==> config.mk <==
export PLATFORM = sky130hd
export DESIGN_NAME = ctl_decoder
export DESIGN_NICKNAME = d
export VERILOG_FILES = /design/src/rtl/ctl_decoder.sv
export SDC_FILE = /design/constraint.sdc
export NUM_CORES = 1
export LEC_CHECK = 0
export BUFFER_PORTS_ARGS = -buffer_cell sky130_fd_sc_hd__buf_2
export CAP_MARGIN = 20
export CORE_AREA = 3 3 40 42
export DETAILED_ROUTE_END_ITERATION = 8
export DIE_AREA = 0 0 43 45
export PLACE_DENSITY = 0.48
export SYNTH_ARGS = -nofsm -noshare
export SYNTH_HDL_FRONTEND = slang
export SYNTH_SLANG_ARGS = --single-unit
==> constraint.sdc <==
create_clock -name vclk -period 0.8
set_input_delay 0.04 -clock vclk [all_inputs]
set_output_delay 0.04 -clock vclk [all_outputs]
set_load 0.02 [all_outputs]
==> src/rtl/ctl_decoder.sv <==
module ctl_decoder #(
  parameter int OP_W = 6,
  parameter int FN_W = 6,
  parameter int AC_W = 3
) (
  input  logic [OP_W-1:0] opcode,
  input  logic [FN_W-1:0] funct,
  input  logic            alu_zero,
  output logic            reg_dst,
  output logic            alu_src_imm,
  output logic            mem_to_reg,
  output logic            reg_wr,
  output logic            mem_rd,
  output logic            mem_wr,
  output logic            pc_sel,
  output logic [AC_W-1:0] alu_ctl
);
  localparam logic [OP_W-1:0] OP_RTYPE = 6'b000000;
  localparam logic [OP_W-1:0] OP_LOAD  = 6'b100011;
  localparam logic [OP_W-1:0] OP_STORE = 6'b101011;
  localparam logic [OP_W-1:0] OP_BEQ   = 6'b000100;

  localparam logic [1:0] CLS_ADD = 2'b00;
  localparam logic [1:0] CLS_SUB = 2'b01;
  localparam logic [1:0] CLS_FN  = 2'b10;

  localparam logic [AC_W-1:0] AC_AND = 3'b000;
  localparam logic [AC_W-1:0] AC_OR  = 3'b001;
  localparam logic [AC_W-1:0] AC_ADD = 3'b010;
  localparam logic [AC_W-1:0] AC_SUB = 3'b110;
  localparam logic [AC_W-1:0] AC_SLT = 3'b111;

  logic is_r, is_ld, is_st, is_br;
  logic [1:0] alu_cls;

  assign is_r  = (opcode == OP_RTYPE);
  assign is_ld = (opcode == OP_LOAD);
  assign is_st = (opcode == OP_STORE);
  assign is_br = (opcode == OP_BEQ);

  assign reg_dst     = is_r;
  assign alu_src_imm = is_ld | is_st;
  assign mem_to_reg  = is_ld;
  assign reg_wr      = is_r | is_ld;
  assign mem_rd      = is_ld;
  assign mem_wr      = is_st;
  assign pc_sel      = is_br & alu_zero;

  assign alu_cls = is_r ? CLS_FN : (is_br ? CLS_SUB : CLS_ADD);

  always_comb begin
    alu_ctl = AC_ADD;
    case (alu_cls)
      CLS_SUB: alu_ctl = AC_SUB;
      CLS_FN: begin
        case (funct)
          6'b100000: alu_ctl = AC_ADD;
          6'b100010: alu_ctl = AC_SUB;
          6'b100100: alu_ctl = AC_AND;
          6'b100101: alu_ctl = AC_OR;
          6'b101010: alu_ctl = AC_SLT;
          default:   alu_ctl = AC_ADD;
        endcase
      end
      default: alu_ctl = AC_ADD;
    endcase
  end
endmodule

### Yosys cells after proc, flatten, opt, wreduce, memory -nomap -nowiden

Index checks and enable logic that the tools add are counted.

* reductions and logical operators: 1
* bitwise logic cells: 3
* equal/unequal tests: 9
* multiplexer cells: 4

Operator list (number)
* $eq 6x6->1 const B: 6
* $pmux 3 s4: 1
* $eq 6x3->1 const B: 1
* $logic_not 6->1: 1
* $pmux 3 s2: 1
* $eq 2x1->1 const B: 1
* $eq 2x2->1 const B: 1
* $mux 2: 1
* $or 1x1->1: 2
* $and 1x1->1: 1
* $mux 1: 1

* input port bits: 13
* output and inout bits: 10
* register bits: 0
* logic and storage cells: 17

### Depth between registers and ports, before layout

* depth after elaboration: 5
* gate-level depth with buffers: 4
* mapped depth without buffers: 4

### Worst setup path after synthesis

No wires, ideal clock.

* path type: in2out
* from: in opcode[4]
* to: out mem_to_reg
* arrival time: 1.038 ns
* stages: 4
* required time: 0.760 ns
* buffers on the path: 1
* path slack: -0.278 ns
* cells stage by stage: nand2b_1 -> or3_1 -> nor2_1 -> buf_4

* word-level cells in the longest chain between the ends: 1

RTL lines
* start: declaration: RTL line 6 `input logic [OP_W-1:0] opcode,`
* $eq 6x6->1: RTL line 37 `assign is_ld = (opcode == OP_LOAD);`
* end: declaration: RTL line 11 `output logic mem_to_reg,`

No other way between the ends.

### Final worst setup path

* from: in opcode[0]
* to: out reg_wr

* word-level cells in the longest chain between the ends: 2
* elaborated cells on any way between the ends: 3
* classes of those cells: 1 x eq/ne; 1 x bitwise; 1 x reduce/logical

RTL lines
* $eq 6x6->1 / $logic_not 6->1 (equally long branches): RTL line 37, 36
* $or 1x1->1 (*): RTL line 44 `assign reg_wr = is_r | is_ld;`
* end: declaration: RTL line 12 `output logic reg_wr,`

Every way passes the cells marked *; elsewhere a longest branch is shown, timed or not.

==> summary.md <==
| Metric | Value |
|---|---|
| Failing checks | negative setup slack |
| Post-synthesis mux area share | 0% |
| Largest net degree at the start of global routing | 6 |
| Area growth syn-to-layout | 264% |
| WL per Instance | 9.90 µm |
| Setup ws final | -259 ps |
| Synthesis Warnings | 0 |
| Part of the cycle the worst path needs | 132% |
| Switching power | 67.7 µW |
| Fmax | 0.945 GHz |
| Sw frac | 44.3% |
| Cell Area, Synth | 140 µm² |
| WP buf/inv | 3 |
| Die area | 1940 µm² |
| First-pass GRT wire length | 1090 µm |
| Post-Synth Simple-Gate Area | 78.6% |
| Port bufs | 23 |
| DRT iter0 DRCs | 0 |
| Syn Inst Count | 21 |
| CP cell instances | buf_6 > nor4_4 > nand2b_1 > buf_6 > o22ai_4 > buf_6 |
| DR vias/cell | 4.01 |
| Crit Path Class | in2out |
| Die Y-Extent | 45 µm |
| CP max stage cell | nor4_4 |
| Worst Path Required | 760 ps |
| Routed vias | 277 |
| Largest area contributor in the netlist | nor3b_1 |
| Hold Path Sink | pc_sel |
| Initial antenna violation count | 0 |
| Core ar. | 1280 µm² |
| Worst VDD drop | 0.000182 V |
| First-pass DRT Iterations | 1 |
| FF+latch count | 0 |
| Critical Path Most Common Cell | buf_6 |
| Synth unique cells | 16 |
| GPL Wtd Cong | 0.660 |
| Yosys top cell area share | 10.7% |
| Cell with the most instances after synthesis | nor2_1 |
| Setup_tns | -1840 ps |
| DP Worst Slack | -306 ps |
| Worst hold path type | in2out |
| Dpl cells | 67 |
| I/O Pins | 23 |
| Final Instance Count excl. Fillers | 69 |
| CP startpoint kind | input pin |
| Power, Total | 153 µW |
| Vias in the first global route | 271 |
| Complex-gate fraction of the synthesized area | 13.4% |
| Main combinational cell family by area after synthesis | simple AND/OR/NAND/NOR gates |
| Hold Fails Final Rpt | 0 |
| Synth area leaders | nor3b_1 11%, nor4b_2 11%, nand2b_1 8.9% |
| Total global-route track usage | 6.88% |
| # nets final | 69 |
| Placed cell area | 387 µm² |
| Internal power | 85.2 µW |
| Slew margin rel. | 81.0% |
| Crit path DAT | 1020 ps |
| ANT cells | 0 |
| Combinational share of power | 100.0% |
| Max Cap Violations | 0 |
| Share of cells above drive strength 1 | 85.2% |
| GRT overflow | 0 |
| Leak | 0.235 nW |
| Unrepaired setup endpoints after global routing | yes |
| Worst-Margin Slew | 285 ps |
| Initial Utilization | 10.9% |
| CP delay by family, top | simple AND/OR/NAND/NOR gates |
| Status | finished, violations left |
| Sequential-to-total area share from yosys stat | 0% |
| Flip-flop and latch area | 0 µm² |
| # setup viols final | 10 |
| Final WL | 683 µm |
| Critical path peak fanout | 3 |
| Pwr dens | 299 nW/µm² |
| Clock share of power | 0% |
| Mean Syn Cell Area | 6.67 µm² |
| Synth top cells by count | 3 x nor2_1, 2 x nand2_1, 2 x nand2b_1, 2 x nor3b_1 |
| Post-Layout Inst Area | 510 µm² |
| Xor and xnor fraction of the mapped netlist area | 0% |
| Clock Buffer Count | 0 |
| Sequential Power Share | 0% |
| CTS Hold Bufs | 0 |
| Post-route ant nets | 0 |
| Row Count | 13 |
| Critical path's largest stage delay | 270 ps |
| Syn Nets | 34 |
| Width of the die | 43 µm |
| Post-synthesis adder-cell area fraction | 0% |
| Minimum clock period | 1060 ps |
| Pins over their slew limit | 0 |
| Setup crit end kind | output port |
| Min-delay src | alu_zero |
| Hold path cells | 4 |
| DRC Markers | 0 |
==> tightest hold or removal path, cell delays in order <==
cell     delay [ps]
buf_2           100
nand2_1         100
nor2_4           50
buf_6           120
==> area by class of cell <==
class	count	area, µm²
repair buffers	34	277
inverters	1	6.26
well taps	15	18.8
fillers	137	774
multi-input cells	19	209
==> power by group through the flow <==
stage	registers (mW)	logic [mW]	clock network (mW)
2_1_floorplan	0	0.0393	0
3_3_place_gp	0	0.125	0
5_1_grt	0	0.164	0
6_report	0	0.153	0
4_1_cts	0	0.147	0
3_5_place_dp	0	0.126	0
==> what timing repair did <==
| action | CTS | global route |
|---|---|---|
| gates resized for setup | 22 | 7 |
| pin swaps | 3 | 4 |
| endpoints found under the setup margin | 10 | 10 |
| buffers inserted | 0 | 2 |
==> layout by cell type, fill, tap and decap left out <==
cell type / netlist / routed
nand2b_4: 0 / 1
o22ai_4: 0 / 1
or3_4: 0 / 1
buf_4: 1 / 10
buf_6: 0 / 13
nand3_2: 0 / 1
nor4_4: 0 / 1
nand2_1: 2 / 2
a21oi_1: 1 / 1
nor2b_1: 1 / 1
a22oi_1: 1 / 1
nand2b_1: 2 / 1
and2_4: 0 / 1
nor2_4: 0 / 3
buf_2: 0 / 11
nor3b_1: 2 / 2
inv_4: 0 / 1
nor4b_4: 0 / 1
nor3b_4: 0 / 1
==> worst max-delay path by stage <==
| stage | startpoint | end | depth (start not counted) |
|---|---|---|---|
| after floorplan | opcode[5] | alu_ctl[0] | 3 |
| after global placement | opcode[5] | alu_ctl[0] | 5 |
| after detailed placement | opcode[5] | reg_wr | 6 |
| after CTS | opcode[0] | alu_ctl[0] | 5 |
| after global routing | opcode[0] | alu_ctl[0] | 5 |
| final | opcode[0] | reg_wr | 6 |
==> cells by family (layout without fill, tap and decap cells) <==
family | Yosys count | after routing
buf+inv | 2 | 35
simple gates | 16 | 16
compound gates | 3 | 3
==> routing by layer <==
| layer | vias up | track usage, % | share of wire (%) |
|---|---|---|---|
| met5 | - | 0 | 0 |
| met4 | 0 | 0 | 0 |
| met3 | 0 | 0.398 | 16 |
| met2 | 22 | 12.9 | 43 |
| met1 | 112 | 9.29 | 41 |
| li1 | 143 | - | - |
==> metrics by stage <==
step / util, % / hold slack, ps
after floorplan: - / 114
after global placement: 30.1 / 432
after detailed placement: 30.1 / 434
after CTS: 36.5 / 436
after global routing: 39.7 / 474
final: 39.7 / 451
(Power assumes the default switching activity.)
